===== src/rtl/mtmr_pkg.sv =====
package mtmr_pkg;

    typedef enum logic [2:0] {
        MD_ONESHOT = 3'd0,
        MD_CONT    = 3'd1,
        MD_COUNTER = 3'd2,
        MD_PWM     = 3'd3,
        MD_CAPTURE = 3'd4,
        MD_COMPARE = 3'd5,
        MD_GATED   = 3'd6,
        MD_CAPCMP  = 3'd7
    } tmr_mode_e;

    // Packed so that bit 0 is enable, bit 1 polarity, bits 4:2 mode.
    typedef struct packed {
        tmr_mode_e mode;
        logic      pol;
        logic      en;
    } tmr_ctl_t;

    localparam int CTL_W  = $bits(tmr_ctl_t);
    localparam int ADDR_W = 2;

    localparam logic [ADDR_W-1:0] A_CTL   = 2'd0;
    localparam logic [ADDR_W-1:0] A_CNT   = 2'd1;
    localparam logic [ADDR_W-1:0] A_TERM  = 2'd2;
    localparam logic [ADDR_W-1:0] A_MATCH = 2'd3;

    // Synchronized pin view: current level plus edges against the previous level.
    typedef struct packed {
        logic level;
        logic rise;
        logic fall;
    } pin_ev_t;

    // Modes that step once per clock while enabled.
    function automatic logic mode_free_run(tmr_mode_e m);
        return (m == MD_ONESHOT) || (m == MD_CONT) || (m == MD_PWM) ||
               (m == MD_CAPTURE) || (m == MD_COMPARE);
    endfunction

endpackage


===== src/rtl/mtmr_sync_edge.sv =====
module mtmr_sync_edge
    import mtmr_pkg::*;
#(
    parameter int STAGES = 2
) (
    input  logic    clk,
    input  logic    rst,
    input  logic    pin,
    output pin_ev_t ev
);
    logic [STAGES-1:0] chain_q;
    logic              prev_q;

    genvar g;
    generate
        for (g = 0; g < STAGES; g++) begin : g_stage
            if (g == 0) begin : g_first
                always_ff @(posedge clk) begin
                    if (rst) chain_q[0] <= 1'b0;
                    else     chain_q[0] <= pin;
                end
            end else begin : g_next
                always_ff @(posedge clk) begin
                    if (rst) chain_q[g] <= 1'b0;
                    else     chain_q[g] <= chain_q[g-1];
                end
            end
        end
    endgenerate

    always_ff @(posedge clk) begin
        if (rst) prev_q <= 1'b0;
        else     prev_q <= chain_q[STAGES-1];
    end

    always_comb begin
        ev.level = chain_q[STAGES-1];
        ev.rise  = chain_q[STAGES-1] & ~prev_q;
        ev.fall  = ~chain_q[STAGES-1] & prev_q;
    end
endmodule


===== src/rtl/mtmr_regs.sv =====
module mtmr_regs
    import mtmr_pkg::*;
#(
    parameter int CNT_W = 16
) (
    input  logic              clk,
    input  logic              rst,
    input  logic              wr_en,
    input  logic [ADDR_W-1:0] wr_addr,
    input  logic [CNT_W-1:0]  wr_data,
    input  logic              os_done,
    output tmr_ctl_t          ctl_q,
    output logic [CNT_W-1:0]  term_q,
    output logic [CNT_W-1:0]  match_q,
    output logic              cnt_wr
);
    logic ctl_wr;

    assign ctl_wr = wr_en && (wr_addr == A_CTL);
    assign cnt_wr = wr_en && (wr_addr == A_CNT);

    always_ff @(posedge clk) begin
        if (rst) begin
            ctl_q <= '{mode: MD_ONESHOT, pol: 1'b0, en: 1'b0};
        end else if (ctl_wr) begin
            ctl_q <= tmr_ctl_t'(wr_data[CTL_W-1:0]);
        end else if (os_done) begin
            ctl_q.en <= 1'b0;
        end
    end

    always_ff @(posedge clk) begin
        if (rst) begin
            term_q  <= '1;
            match_q <= '0;
        end else if (wr_en) begin
            if (wr_addr == A_TERM)  term_q  <= wr_data;
            if (wr_addr == A_MATCH) match_q <= wr_data;
        end
    end
endmodule


===== src/rtl/mtmr_core.sv =====
module mtmr_core
    import mtmr_pkg::*;
#(
    parameter int CNT_W = 16
) (
    input  logic             clk,
    input  logic             rst,
    input  tmr_ctl_t         ctl,
    input  logic [CNT_W-1:0] term_val,
    input  logic [CNT_W-1:0] match_val,
    input  pin_ev_t          ev,
    input  logic             cnt_wr,
    input  logic [CNT_W-1:0] cnt_wdata,
    output logic [CNT_W-1:0] cnt_q,
    output logic [CNT_W-1:0] cap_q,
    output logic             irq_q,
    output logic             reload_ev,
    output logic             cap_ev,
    output logic             pwm_match,
    output logic             os_done,
    output logic             gate_act
);
    localparam logic [CNT_W-1:0] CNT_ONE = CNT_W'(1);

    logic             armed_q;
    logic             act_edge;
    logic             opp_edge;
    logic             tick;
    logic             gate_exit;
    logic [CNT_W-1:0] limit;

    always_comb begin
        act_edge = ctl.pol ? ev.fall : ev.rise;
        opp_edge = ctl.pol ? ev.rise : ev.fall;
        gate_act = ev.level ^ ctl.pol;

        if (mode_free_run(ctl.mode)) begin
            tick = 1'b1;
        end else begin
            unique case (ctl.mode)
                MD_COUNTER: tick = act_edge;
                MD_GATED:   tick = gate_act;
                MD_CAPCMP:  tick = armed_q;
                default:    tick = 1'b0;
            endcase
        end
        tick = tick & ctl.en;

        limit     = (ctl.mode == MD_COMPARE) ? match_val : term_val;
        reload_ev = tick && (cnt_q == limit);
        pwm_match = tick && (ctl.mode == MD_PWM) && (cnt_q == match_val);
        os_done   = reload_ev && (ctl.mode == MD_ONESHOT);
        cap_ev    = ctl.en && (((ctl.mode == MD_CAPTURE) && act_edge) ||
                               ((ctl.mode == MD_CAPCMP) && armed_q && opp_edge));
        gate_exit = ctl.en && (ctl.mode == MD_GATED) && opp_edge;
    end

    always_ff @(posedge clk) begin
        if (rst) begin
            cnt_q <= CNT_ONE;
        end else if (cnt_wr) begin
            cnt_q <= cnt_wdata;
        end else if (reload_ev) begin
            cnt_q <= CNT_ONE;
        end else if (tick) begin
            cnt_q <= cnt_q + CNT_ONE;
        end
    end

    always_ff @(posedge clk) begin
        if (rst) begin
            cap_q <= '0;
        end else if (cap_ev) begin
            cap_q <= cnt_q;
        end
    end

    always_ff @(posedge clk) begin
        if (rst) begin
            armed_q <= 1'b0;
        end else if (!ctl.en || (ctl.mode != MD_CAPCMP)) begin
            armed_q <= 1'b0;
        end else if (act_edge) begin
            armed_q <= 1'b1;
        end
    end

    always_ff @(posedge clk) begin
        if (rst) irq_q <= 1'b0;
        else     irq_q <= reload_ev | cap_ev | gate_exit;
    end
endmodule


===== src/rtl/mtmr_out.sv =====
module mtmr_out
    import mtmr_pkg::*;
(
    input  logic     clk,
    input  logic     rst,
    input  tmr_ctl_t ctl,
    input  logic     reload_ev,
    input  logic     pwm_match,
    output logic     tout_q
);
    logic tout_nxt;

    always_comb begin
        tout_nxt = tout_q;
        if (!ctl.en) begin
            tout_nxt = ctl.pol;
        end else if (ctl.mode == MD_PWM) begin
            if (reload_ev)      tout_nxt = ctl.pol;
            else if (pwm_match) tout_nxt = ~ctl.pol;
        end else if (reload_ev) begin
            tout_nxt = ~tout_q;
        end
    end

    always_ff @(posedge clk) begin
        if (rst) tout_q <= 1'b0;
        else     tout_q <= tout_nxt;
    end
endmodule


===== src/rtl/mode_timer.sv =====
module mode_timer
    import mtmr_pkg::*;
#(
    parameter int CNT_W       = 16,
    parameter int SYNC_STAGES = 2
) (
    input  logic              clk,
    input  logic              rst,
    input  logic              wr_en,
    input  logic [ADDR_W-1:0] wr_addr,
    input  logic [CNT_W-1:0]  wr_data,
    input  logic              tin,
    output logic              tout,
    output logic              irq,
    output logic              en_o,
    output logic [CNT_W-1:0]  cnt_o,
    output logic [CNT_W-1:0]  cap_o
);
    tmr_ctl_t         ctl_q;
    logic [CNT_W-1:0] term_q;
    logic [CNT_W-1:0] match_q;
    logic             cnt_wr;
    pin_ev_t          pin_ev;
    logic             reload_ev;
    logic             cap_ev;
    logic             pwm_match;
    logic             os_done;
    logic             gate_act;

    mtmr_sync_edge #(.STAGES(SYNC_STAGES)) u_sync (
        .clk (clk),
        .rst (rst),
        .pin (tin),
        .ev  (pin_ev)
    );

    mtmr_regs #(.CNT_W(CNT_W)) u_regs (
        .clk     (clk),
        .rst     (rst),
        .wr_en   (wr_en),
        .wr_addr (wr_addr),
        .wr_data (wr_data),
        .os_done (os_done),
        .ctl_q   (ctl_q),
        .term_q  (term_q),
        .match_q (match_q),
        .cnt_wr  (cnt_wr)
    );

    mtmr_core #(.CNT_W(CNT_W)) u_core (
        .clk       (clk),
        .rst       (rst),
        .ctl       (ctl_q),
        .term_val  (term_q),
        .match_val (match_q),
        .ev        (pin_ev),
        .cnt_wr    (cnt_wr),
        .cnt_wdata (wr_data),
        .cnt_q     (cnt_o),
        .cap_q     (cap_o),
        .irq_q     (irq),
        .reload_ev (reload_ev),
        .cap_ev    (cap_ev),
        .pwm_match (pwm_match),
        .os_done   (os_done),
        .gate_act  (gate_act)
    );

    mtmr_out u_out (
        .clk       (clk),
        .rst       (rst),
        .ctl       (ctl_q),
        .reload_ev (reload_ev),
        .pwm_match (pwm_match),
        .tout_q    (tout)
    );

    assign en_o = ctl_q.en;
endmodule


===== config.mk =====
export PLATFORM = sky130hd
export DESIGN_NAME = mode_timer
export DESIGN_NICKNAME = d
export VERILOG_FILES = /design/src/rtl/mtmr_pkg.sv /design/src/rtl/mtmr_sync_edge.sv /design/src/rtl/mtmr_regs.sv /design/src/rtl/mtmr_core.sv /design/src/rtl/mtmr_out.sv /design/src/rtl/mode_timer.sv
export SDC_FILE = /design/constraint.sdc
export NUM_CORES = 1
export LEC_CHECK = 0
export BUFFER_PORTS_ARGS = -buffer_cell sky130_fd_sc_hd__buf_4
export CAP_MARGIN = 5
export CORE_MARGIN = 4
export CORE_UTILIZATION = 50
export CTS_BUF_LIST = sky130_fd_sc_hd__clkbuf_16
export DETAILED_ROUTE_END_ITERATION = 8
export HOLD_SLACK_MARGIN = 0.06
export PLACE_DENSITY = 0.73
export REMOVE_ABC_BUFFERS = 1
export SYNTH_ARGS = -nofsm -noshare
export SYNTH_HDL_FRONTEND = slang
export SYNTH_HIERARCHICAL = 1
export SYNTH_SLANG_ARGS = --single-unit

===== constraint.sdc =====
create_clock -name clk -period 2.7 [get_ports clk]
set_clock_uncertainty 0.05 [all_clocks]
set_input_delay 0.27 -clock clk [delete_from_list [all_inputs] [get_ports clk]]
set_output_delay 0.27 -clock clk [all_outputs]
set_load 0.01 [all_outputs]

# [Yosys cells after proc, flatten, opt, wreduce, memory -nomap -nowiden]
# Cells that the tools add are included.
[word_totals] ff_bits=75 inputBits=22 output_inout_bits=35 elab_cells=81
[classes] addsub=1 eq_ne=15 n_mux=15 bitwise=10 n_reduce_logical=27
[ops] cell="$mux 16" n=4
[ops] cell="$eq 16x16->1" n=2
[ops] cell="$add 16x1->16 const B" n=1
[ops] cell="$eq 3x3->1 const B" n=4
[ops] cell="$logic_and 1x1->1" n=12
[ops] cell="$mux 1" n=10
[ops] cell="$eq 3x2->1 const B" n=2
[ops] cell="$logic_or 1x1->1" n=6
[ops] cell="$reduce_and 2->1" n=3
[ops] cell="$eq 2x2->1 const B" n=2
[ops] cell="$not 1->1" n=4
[ops] cell="$and 1x1->1" n=3
[ops] cell="$eq 3x1->1 const B" n=1
[ops] cell="$logic_not 3->1" n=1
[ops] cell="$ne 3x1->1 const B" n=1
[ops] cell="$ne 3x2->1 const B" n=1
[ops] cell="$ne 3x3->1 const B" n=1
[ops] cell="$pmux 1 s3" n=1
[ops] cell="$reduce_bool 3->1" n=1
[ops] cell="$eq 2x1->1 const B" n=1
[ops] cell="$logic_not 2->1" n=1
[ops] cell="$or 1x1->1" n=2
[ops] cell="$reduce_bool 2->1" n=1
[ops] cell="$reduce_or 2->1" n=1
[ops] cell="2 further kinds" n=2

# [Longest topological paths before layout]
# Gate-level depths: netlist of run 1.
[depth] word_depth=13 ltp_mapped=11 ltp_nobuf=9

# [Cells and area by module]
# Netlist of run 1, hierarchy kept.
[modules_own_cells] module="mtmr_core" instances=1 cells_per_inst=321 area_per_inst_um2=2528.7 seq_area_each_um2=680.7
[modules_own_cells] module="mtmr_regs" instances=1 cells_per_inst=159 area_per_inst_um2=1587.8 seq_area_each_um2=740.7
[modules_own_cells] module="mtmr_out" instances=1 cells_per_inst=11 area_per_inst_um2=100.1 seq_area_each_um2=20.0
[modules_own_cells] module="mtmr_sync_edge" instances=1 cells_per_inst=9 area_per_inst_um2=98.8 seq_area_each_um2=60.1

# [Worst setup path before layout of run 1]
# Ideal clock, no wire load.
[synth_path] path_type="register to register" start="register u_core.cnt_q[0]" end="register u_out.tout_q" setup_ns=0.091 arrival_time_ns=2.536 required_time_ns=2.559 setup_slack_ns=0.023 stages_incl_launch_ff=11 n_path_buf=1 period_less_slack_ns=2.677 cell_sequence="dfxtp_1 -> clkbuf_1 -> xor2_1 -> nor4_2 -> a31oi_1 -> nor2_1 -> nand2_1 -> nor3_1 -> xnor2_1 -> nand4_1 -> a311oi_1"
[synth_via] elab_chain_cells=5 elab_cells_between_ends=10 cone_classes="eq/ne (4); mux (3); reduce/logical (3)"
[synth_lines] item="from (decl)" line="mtmr_core.sv:14" source="output logic [CNT_W-1:0] cnt_q,"
[synth_lines] item="from (signal assigned)" line="mtmr_core.sv:62" source="cnt_q <= cnt_wdata;"
[synth_lines] item="from (signal assigned)" line="mtmr_core.sv:66" source="cnt_q <= cnt_q + CNT_ONE;"
[synth_lines] item="$eq 16x16->1 (*)" line="mtmr_core.sv:50" source="reload_ev = tick && (cnt_q == limit);"
[synth_lines] item="$logic_and 1x1->1 (*)" line="mtmr_core.sv:50"
[synth_lines] item="via reload_ev" line="mode_timer.sv:24" source="logic reload_ev;"
[synth_lines] item="$mux 1" line="mtmr_out.sv:18" source="if (reload_ev) tout_nxt = ctl.pol;"
[synth_lines] item="$mux 1" line="mtmr_out.sv:17" source="end else if (ctl.mode == MD_PWM) begin"
[synth_lines] item="$mux 1" line="mtmr_out.sv:15" source="if (!ctl.en) begin"
[synth_lines] item="to (signal assigned)" line="mtmr_out.sv:27" source="else tout_q <= tout_nxt;"
[synth_lines] item="to (decl)" line="mtmr_out.sv:9" source="output logic tout_q"
# Mark *: on every way through the listed nets, which the timed path passes. The rest lies on a longest branch.
# A chain may end at the register's enable or synchronous reset.

# [Final worst setup path of run 1]
[layout_path] start="register u_regs/ctl_q[1] (netlist name)" end="register u_regs/ctl_q[0] (netlist name)"
[layout_via] elab_chain_cells=7 elab_cells_between_ends=8 cone_classes="mux (3); bitwise (2); reduce/logical (3)"
[layout_lines] item="$xor 1x1->1 or $mux 1 (tied branches)" line="mtmr_core.sv:35, mtmr_core.sv:33"
[layout_lines] item="$pmux 1 s3 (*)" line="mtmr_core.sv:40" source="unique case (ctl.mode)"
[layout_lines] item="$mux 1 (*)" line="mtmr_core.sv:37" source="if (mode_free_run(ctl.mode)) begin"
[layout_lines] item="$and 1x1->1 (*)" line="mtmr_core.sv:47" source="tick = tick & ctl.en;"
[layout_lines] item="$logic_and 1x1->1 (*)" line="mtmr_core.sv:50"
[layout_lines] item="$logic_and 1x1->1 (*)" line="mtmr_core.sv:52" source="os_done = reload_ev && (ctl.mode == MD_ONESHOT);"
[layout_lines] item="via os_done" line="mode_timer.sv:27" source="logic os_done;"
[layout_lines] item="$reduce_bool 2->1 (no source line) (*)"
# Marked as above.

==> run metrics, run 1 <==
Min-Delay Path Depth=2; number of H-tree levels=3; worst setup path category=reg -> reg; largest buffer count on any clock path=2; combined global-route utilization of all metal layers=0.2354; Final Non-Filler Cells=approximately 660; clock sink count=75; antenna-violating nets left=0; share of cells above drive strength 1=0.1971; clock insertion delay at the later pin of the skew report=0.33 ns; Psw=between 700 and 800 uW; Post-synth top flop=dfxtp_1; # hold bufs at CTS=0; largest net degree at the start of global routing=42; placed cell count=~650; Internal=roughly 2.1 mW; proportion of power drawn by flip-flops and latches=0.421; category of the worst setup path capture point=flop; worst path required time=~2.9 ns; initial antenna violation count=0; worst hold-check path type=in -> reg; total area of multi-input combinational cells=2555 um^2; number of global-route vias before repair=~3700; Chip Width=100.9 um; area taken by flip-flops and latches=around 1500 um^2; worst reg2reg endpoint=u_regs/ctl_q[0]; #FFs+latches synth=75; mean area per synthesized cell=8.631 um^2; share of the yosys chip area belonging to registers=0.3479; Power Density=between 500 and 600 nW/um^2; synthesis-to-finish area growth=19.77%; number of max-cap violations=0; global placer's final weighted congestion=a little over 0.9; setup-violating endpoint count in the final report=0; Clock Root Buffer=clkbuf_16; launch instance of the worst register-to-register path=u_regs/ctl_q[1]; total detailed-routing wirelength=11790 um; Unique masters post-synth=63; pin slew with the least headroom to its limit=between 0.6 and 0.7 ns; Initial DRC Count=between 200 and 250; tightest hold margin=about 0.10 ns; cell count after synthesis=500; CP cell instances=mux2i_1 > a22oi_1 > o21ai_1 > or4_1 > nor3_1 > or3b_2 > mux2i_1; worst hold start=tin; post-CTS setup buffers=0; share of flip-flops with an asynchronous set or reset after synthesis=0; Slew HR=0.5704; diode insertion count for antenna repair=0; Switching Fraction=0.2559; Site Rows=33; largest delay contributor family on the critical path=simple AND/OR/NAND/NOR gates; count of synthesis-stage warnings from yosys=6; Register-to-Register Setup Slack=between 0.1 and 0.15 ns; Slowest cell on crit path=o21ai_1; Tcrit/Tclk final=0.9579; Overall Power=between 2 and 3 mW; count of vias placed by the detailed router=3825; leakage power figure=about 2.1 nW; most repeated library cell on the critical path=mux2i_1; area of the core=~8300 um^2; wire length of the first global-routing pass=roughly 19000 um; Placement Cell Area=4847 um^2; number of synthesized flops with an enable pin=0; PortBufs=56; Clk network pwr share=0.438; Routed WL per cell=~18 um; Max Freq=just under 400 MHz; end of the worst hold path=u_sync/chain_q[0]; Synth Cell Area=approximately 4300 um^2; final slew viol count=0; min cycle time layout=~2.6 ns; fillcell total=between 700 and 800; number of ports placed on the die boundary=57; starting density of the core=0.5200; largest stage delay on the critical path=approximately 0.54 ns; startpoint kind of the worst setup timing path=flop; clock tree from TritonCTS=done; RSZ-0062 raised after global routing=no; outcome=completed; buffer and inverter count on the worst path=0; die boundary height=100.9 um; global-route congestion overflow total=0; clk slew on worst S/H paths=0.05 ns; combinational share of power=0.141; number of failing hold endpoints at the final stage=0; net count of the finished layout=576; number of clock buffers inserted by TritonCTS=9; post-CTS resize count=0; first-pass iteration count of the detailed router=4; critical path data arrival time=between 2 and 3 ns; number of vias per cell after detailed routing=5.769; Non-Filler Cell Area, Final=just over 5000 um^2; largest fanout of any net on the critical path=7; logic depth of the worst register-to-register path=7; die outline area=10180 um^2; VDD IR max=approximately 0.00035 V; DR DRC count=0; DPL Wire Length=about 8000 um; total negative setup slack=0 ns
-- sequential cells by signal, summed over array words and instances (netlist names) --
register,count
u_core/cap_q,16
u_core/cnt_q,16
u_regs/match_q,16
u_regs/term_q,16
u_regs/ctl_q,5
u_core/armed_q,1
u_core/irq_q,1
u_out/tout_q,1
u_sync/chain_q,1
u_sync/ev,1
u_sync/prev_q,1
-- power groups by stage --
stage	sequential, mW	combinational, mW	clock [mW]
after floorplan	1.24	0.200	0
after global placement	1.23	0.387	0
after detailed placement	1.23	0.393	0
after CTS	1.20	0.398	1.27
after global routing	1.21	0.442	1.33
final	1.21	0.405	1.26
-- cell families (layout without fill, tap and decap cells) --
family,count (synthesis),in the layout,share of synthesized area
muxes,61,61,0.1415
and+or+nand+nor,199,199,0.2464
DFF,75,75,0.3479
buffers and inverters,57,115,0.06465
adders and majority gates,1,1,0.002899
AOI/OAI and AO/OA,75,75,0.1316
xor gates and xnor gates,32,32,0.06495
-- worst reg2reg max path, cell delays in order, from the launching register on --
cell	delay (ns)
dfxtp_1	0.50
mux2i_1	0.38
a22oi_1	0.15
o21ai_1	0.54
or4_1	0.21
nor3_1	0.05
or3b_2	0.47
mux2i_1	0.16
-- cells in the mapped netlist (4+ instances only) --
cell / number / area [um^2]
dfxtp_1: 75 / 1501
nor2_1: 67 / 251.5
mux2i_1: 61 / 610.6
nand2b_1: 43 / 269.0
xor2_1: 23 / 201.4
clkbuf_1: 22 / 82.58
nand2_1: 21 / 78.83
a21oi_1: 19 / 95.09
inv_1: 17 / 63.81
nand3_1: 11 / 55.05
nor2b_1: 11 / 68.82
nor3_1: 11 / 55.05
o211ai_1: 10 / 75.07
xnor2_1: 9 / 78.83
a22o_1: 7 / 61.31
a31o_1: 7 / 61.31
buf_2: 6 / 30.03
buf_6: 6 / 67.56
nand4_1: 5 / 31.28
nor4_1: 5 / 31.28
o21ai_0: 4 / 20.02
-- area by class of cell --
type | count | share of cell area
Clock buffer | 9 | 0.04357
Clock inverter | 7 | 0.01622
Inverter | 19 | 0.01380
Multi-Input combinational cell | 368 | 0.4943
Sequential cell | 75 | 0.2905
Tap cell | 105 | 0.02542
Timing Repair Buffer | 80 | 0.1162
-- metrics by stage --
step | util | worst slack [ns]
finish | 0.6228 | 0.1137
floorplan | - | -0.9601
CTS | 0.6213 | 0.03177
detailed placement | 0.5840 | 0.05920
global placement | 0.5840 | 0.1962
global route | 0.6228 | 0.02290
-- metal layers --
layer,up-vias,track usage,part of all wire
met5,-,0,0
met4,0,0.09407,0.022
met3,26,0.04498,0.058
met2,132,0.3732,0.46
met1,1825,0.3153,0.46
li1,1842,-,-
-- how the worst max path moves through the flow --
stage                     cells past startpoint  slack [ns]             start         endpoint
after floorplan                               4       -0.96   u_regs/ctl_q[0]  u_core/cap_q[0]
after global placement                        8        0.20  u_core/cnt_q[15]     u_out/tout_q
after detailed placement                      8        0.06  u_core/cnt_q[15]     u_out/tout_q
after CTS                                     8        0.03  u_core/cnt_q[15]     u_out/tout_q
after global routing                          9        0.02   u_core/cnt_q[3]     u_out/tout_q
final                                         7        0.11   u_regs/ctl_q[1]  u_regs/ctl_q[0]
-- layout by cell type (no fill, tap or decap), drive strengths merged, types with 5 or more instances in the layout --
| cell type | instances |
|---|---|
| nand3 | 11 |
| a21oi | 19 |
| mux2i | 61 |
| dfxtp | 75 |
| a31o | 7 |
| o211ai | 10 |
| nor2b | 11 |
| clkbuf | 9 |
| and3 | 5 |
| xor2 | 23 |
| nand4 | 6 |
| inv | 20 |
| nor3 | 11 |
| xnor2 | 9 |
| nor4 | 6 |
| nor2 | 67 |
| buf | 80 |
| o21ai | 5 |
| nand2b | 43 |
| a22o | 7 |
| nand2 | 21 |
(Power assumes the default switching activity.)
==> inputs of run 2 (changes only) <==
==> constraint.sdc (replaced) <==
create_clock -name clk -period 2.1 [get_ports clk]
set_clock_uncertainty 0.05 [all_clocks]
set_input_delay 0.21 -clock clk [delete_from_list [all_inputs] [get_ports clk]]
set_output_delay 0.21 -clock clk [all_outputs]
set_load 0.01 [all_outputs]
==> run 2 against run 1 <==
Wire length increased by 12%. Critical path type unchanged. Sequential power increased by 27%. Clock power increased by 39%. Cell area increased by 13%. The flow now finishes with violations (negative setup slack). Setup slack got worse by 0.37 ns. Hold slack about the same. Power increased by 38%. Clock-buffer cell count unchanged. Critical path depth increased by 2. Sequential share of layout area decreased by 3.1 points. Fmax increased by 10%. Cell count increased by 8.9%.
==> run metrics, run 2 (synthesis results as in run 1) <==
Final Non-Filler Cells=722; DPL Wire Length=between 8000 and 9000 um; min cycle time layout=between 2 and 2.5 ns; critical path data arrival time=2.55 ns; clock tree from TritonCTS=done; initial antenna violation count=0; RSZ-0062 raised after global routing=yes; die boundary height=roughly 100 um; number of global-route vias before repair=around 4200; global placer's final weighted congestion=0.8947; leakage power figure=roughly 2.5 nW; synthesis-to-finish area growth=35.29%; area of the core=between 8000 and 9000 um^2; most common cell after layout, fill and taps aside=buf_4; met2 demand-to-capacity share in global routing=0.4228; fillcell total=between 600 and 700; number of max-cap violations=0; Max Freq=approximately 430 MHz; number of H-tree levels=3; violated checks=negative setup slack; most utilized layer in the global route result=met2; largest buffer count on any clock path=2; number of vias per cell after detailed routing=between 5 and 6; pin slew with the least headroom to its limit=just over 0.6 ns; met1 GRT Util=0.3234; starting density of the core=0.5200; clock insertion delay at the later pin of the skew report=between 0.3 and 0.4 ns; largest fanout of any net on the critical path=7; final slew viol count=0; CP cell instances=and3b_2 > buf_4 > mux2i_2 > o22ai_1 > nand4bb_4 > nor3_4 > xnor2_1 > nand4_1 > a311oi_2; placed cell count=roughly 690; Register-to-Register Setup Slack=-0.25 ns; largest net degree at the start of global routing=44; worst setup path category=reg -> reg; number of failing hold endpoints at the final stage=0; wire length of the first global-routing pass=about 21000 um; clock sink count=75; outcome=finished with violations; category of the worst setup path capture point=flop; antenna-violating nets left=0; first-pass iteration count of the detailed router=8; highest-count cells in the layout ignoring fill and taps=buf_4 (132), dfxtp_1 (66), nor2_1 (65); VDD IR max=0.0003795 V; worst hold-check path type=in -> reg; DR DRC count=0; die outline area=a little over 10000 um^2; clk slew on worst S/H paths=approximately 0.060 ns; largest stage delay on the critical path=about 0.35 ns; setup-violating endpoint count in the final report=19; met3 Usage GRT=0.05536; tightest hold margin=0.1028 ns; Site Rows=33; Slew HR=0.5976; Chip Width=a little over 100 um; number of clock buffers inserted by TritonCTS=9; PortBufs=56; share of cells above drive strength 1=0.3193; Tcrit/Tclk final=1.120; worst path required time=approximately 2.3 ns; number of ports placed on the die boundary=57; Initial DRC Count=approximately 270; Slowest cell on crit path=and3b_2; count of vias placed by the detailed router=approximately 4100; Setup WS post-layout=-0.2518 ns; Clock Root Buffer=clkbuf_16; Power Density=~680 nW/um^2; combined global-route utilization of all metal layers=0.2573; Routed WL per cell=approximately 18 um; Non-Filler Cell Area, Final=~6000 um^2; Placement Cell Area=roughly 5200 um^2; total detailed-routing wirelength=between 10000 and 15000 um; global-route congestion overflow total=0; net count of the finished layout=635; startpoint kind of the worst setup timing path=flop; diode insertion count for antenna repair=0
[run 2: per-stage QoR]
step / util / setup slack, ns / power (mW) / setup TNS [ns]
final: 0.7035 / -0.2518 / 3.952 / -2.808
after global routing: 0.7035 / -0.3598 / 4.085 / -3.810
after CTS: 0.6837 / -0.1069 / 3.917 / -0.1277
after detailed placement: 0.6281 / -0.3672 / 2.175 / -3.688
after global placement: 0.6281 / -0.2564 / 2.163 / -2.038
after floorplan: - / -1.560 / 1.846 / -30.15
[run 2: path summary, 6_finish.rpt]
| path | cells past startpoint | to | from |
|---|---|---|---|
| setup / recovery | 9 | u_out/tout_q | u_regs/ctl_q[3] |
| hold / removal | 3 | u_core/cnt_q[1] | wr_data[1] |
| setup reg to reg | 9 | u_out/tout_q | u_regs/ctl_q[3] |
| hold reg to reg | 1 | u_sync/ev[2] | u_sync/chain_q[0] |
[run 2: worst max-delay path, delay by kind of cell, from the launching register on]
kind                   cells  cell delay [ns]
AND/OR/NAND/NOR            4             0.94
multiplexers               1             0.24
flip-flops                 1             0.32
XOR/XNOR                   1             0.14
AO/OA/AOI/OAI              2             0.40
buffers and inverters      1             0.16
[run 2: area by class of cell]
cell class / count / area, um^2 / share of cell area
Multi-Input combinational cell: 369 / 2723 / 0.4664
Sequential cell: 75 / 1513 / 0.2591
Timing Repair Buffer: 138 / 1066 / 0.1826
Clock buffer: 9 / 225.2 / 0.03858
Tap cell: 105 / 131.4 / 0.02250
Clock inverter: 7 / 108.9 / 0.01865
Inverter: 19 / 71.32 / 0.01222
[run 2: where the power goes]
| group | internal (mW) | switching, mW | total [mW] |
|---|---|---|---|
| clock network | 1.15 | 0.601 | 1.75 |
| logic | 0.325 | 0.340 | 0.665 |
| registers | 1.48 | 0.0567 | 1.54 |
| total | 2.95 | 0.998 | 3.95 |
[run 2: routing by layer]
metal	vias up	share of wire
li1	1964	-
met1	1943	0.43
met2	188	0.47
met3	49	0.064
met4	0	0.037
met5	-	0
[run 2: timing repair]
item                                    4_1_cts  5_1_grt
cloned                                        1        0
endpoints found under the hold margin         1        0
gates resized for setup                      15       29
endpoints found under the setup margin       19       19
pin swaps                                    24       11
buffers inserted                              7        4
hold buffers                                  1        0
==> inputs of run 3 (changes only) <==
--- a/config.mk
+++ b/config.mk
@@ -13,7 +13,6 @@
 export DETAILED_ROUTE_END_ITERATION = 8
 export HOLD_SLACK_MARGIN = 0.06
 export PLACE_DENSITY = 0.73
-export REMOVE_ABC_BUFFERS = 1
 export SYNTH_ARGS = -nofsm -noshare
 export SYNTH_HDL_FRONTEND = slang
 export SYNTH_HIERARCHICAL = 1
==> run 3 against run 2 <==
The run still ends with negative setup slack left. Setup slack gained 0.083 ns. Clock-buffer cell count did not move. Sequential share of layout area is 0.079 points lower. Register-to-register slack gained 0.08 ns. Sequential cell count unchanged. Global-route usage decreased by 0.77 points. Power increased by 0.17%. Largest cell class unchanged. Combinational power is 2% higher. Fmax is 3.6% higher. First-iteration DRC count grew 6.0%. Clock power about the same. Wire length shrank 3.5%.
==> run metrics, run 3 (synthesis results as in run 1) <==
number of H-tree levels=3; Chip Width=about 100 um; Clk network pwr share=0.440; outcome=finished with violations; setup-violating endpoint count in the final report=19; number of clock buffers inserted by TritonCTS=9; net count of the finished layout=633; largest stage delay on the critical path=around 0.37 ns; Tcrit/Tclk final=1.081; initial antenna violation count=0; Power Density=roughly 670 nW/um^2; met3 Usage GRT=0.05190; category of the worst setup path capture point=flop; largest delay contributor family on the critical path=simple AND/OR/NAND/NOR gates; critical path data arrival time=around 2.5 ns; tightest hold margin=roughly 0.10 ns; worst hold start=wr_data[7]; min cycle time layout=~2.3 ns; launch instance of the worst register-to-register path=u_core/cnt_q[0]; pin slew with the least headroom to its limit=roughly 0.54 ns; DPL Wire Length=about 8700 um; met1 GRT Util=0.3044; global-route congestion overflow total=0; Routed WL per cell=between 15 and 20 um; number of ports placed on the die boundary=57; CP cell instances=xor2_2 > nor4_2 > buf_4 > nand3_2 > a21oi_2 > nand2_2 > nor3_4 > xnor2_1 > nand4_1 > a311oi_1; PortBufs=between 50 and 60; most utilized layer in the global route result=met2; die boundary height=between 100 and 150 um; RSZ-0062 raised after global routing=yes; clock sink count=75; met2 demand-to-capacity share in global routing=0.4233; Site Rows=33; worst setup path startpoint=u_core/cnt_q[0]; count of vias placed by the detailed router=4076; VDD IR max=roughly 0.00051 V; die outline area=slightly above 10000 um^2; clk slew on worst S/H paths=~0.06 ns; antenna-violating nets left=0; Slew HR=0.6413; Max Freq=between 400 and 500 MHz; leakage power figure=2.481 nW; number of failing hold endpoints at the final stage=0; largest buffer count on any clock path=2; clock tree from TritonCTS=done; combinational share of power=0.171; proportion of power drawn by flip-flops and latches=0.389; largest net degree at the start of global routing=39; combined global-route utilization of all metal layers=0.2495; Psw=roughly 990 uW; diode insertion count for antenna repair=0; buffer and inverter count on the worst path=1; total negative setup slack=-1.842 ns; Switching Fraction=0.2506; clock insertion delay at the later pin of the skew report=roughly 0.33 ns; highest-count cells in the layout ignoring fill and taps=buf_4 (130), nor2_1 (65), dfxtp_1 (62); startpoint kind of the worst setup timing path=flop; synthesis-to-finish area growth=36.82%; Setup WS post-layout=-0.1693 ns; Initial DRC Count=~280; number of vias per cell after detailed routing=roughly 5.7; starting density of the core=0.5200; global placer's final weighted congestion=around 0.93; wire length of the first global-routing pass=approximately 20000 um; Overall Power=about 4.0 mW; share of cells above drive strength 1=0.3366; total detailed-routing wirelength=12730 um; first-pass iteration count of the detailed router=7; violated checks=negative setup slack; largest fanout of any net on the critical path=3; final slew viol count=0; worst setup path category=reg -> reg; Internal=just under 3 mW; DR DRC count=0; area of the core=~8300 um^2; net count after synthesis=roughly 520; Clock Root Buffer=clkbuf_16; worst path required time=~2.3 ns; number of global-route vias before repair=3962; Slowest cell on crit path=dfxtp_4; most common cell after layout, fill and taps aside=buf_4; number of max-cap violations=0; worst hold-check path type=in -> reg
-- run 3: metrics by stage --
step           cell area (um^2)  cells  setup slack [ns]    util
2_1_floorplan              4459    500           -0.1827       -
3_3_place_gp               5269    688           -0.1558  0.6349
3_5_place_dp               5269    688           -0.2392  0.6349
4_1_cts                    5748    715           -0.1523  0.6926
5_1_grt                    5904    720           -0.2948  0.7114
6_report                   5904    720           -0.1693  0.7114
-- run 3: worst paths after layout --
path | end | slack [ns] | depth (start not counted)
min reg2reg | u_sync/ev[2] | 0.41 | 1
max reg2reg | u_out/tout_q | -0.17 | 10
max | u_out/tout_q | -0.17 | 10
min | u_regs/term_q[7] | 0.10 | 3
-- run 3: area by class of cell --
class | instances | area, um^2
clock buffers | 9 | 225.2
clock inverters | 7 | 108.9
fillers | 615 | 2395
inverters | 19 | 71.32
multi-input cells | 369 | 2791
flip-flops and latches | 75 | 1525
well taps | 105 | 131.4
repair buffers | 136 | 1051
-- run 3: worst register-to-register path, cell delays in order (launching register included) --
cell and delay (ns):
dfxtp_4 0.37, xor2_2 0.16, nor4_2 0.32, buf_4 0.17, nand3_2 0.08, a21oi_2 0.20
nand2_2 0.13, nor3_4 0.22, xnor2_1 0.13, nand4_1 0.10, a311oi_1 0.25
-- run 3: power groups by stage --
stage               Clock [mW]  Sequential (mW)  Combinational [mW]
finish                    1.74             1.54               0.677
global route              1.82             1.55               0.729
CTS                       1.76             1.54               0.640
detailed placement           0             1.57               0.619
global placement             0             1.57               0.611
floorplan                    0             1.56               0.356
-- run 3: what timing repair did --
| item | CTS | global route |
|---|---|---|
| setup buffers | 9 | 5 |
| endpoints found under the hold margin | 1 | 0 |
| pin swaps | 22 | 16 |
| endpoints found under the setup margin | 17 | 19 |
| cloned | 1 | 0 |
| gates resized for setup | 12 | 26 |
| hold buffers | 1 | 0 |
-- run 3: layer usage --
layer / part of all wire / wire [um]
met1: 0.41 / 5247
met2: 0.49 / 6214
met3: 0.062 / 784
met4: 0.038 / 480
met5: 0 / 0
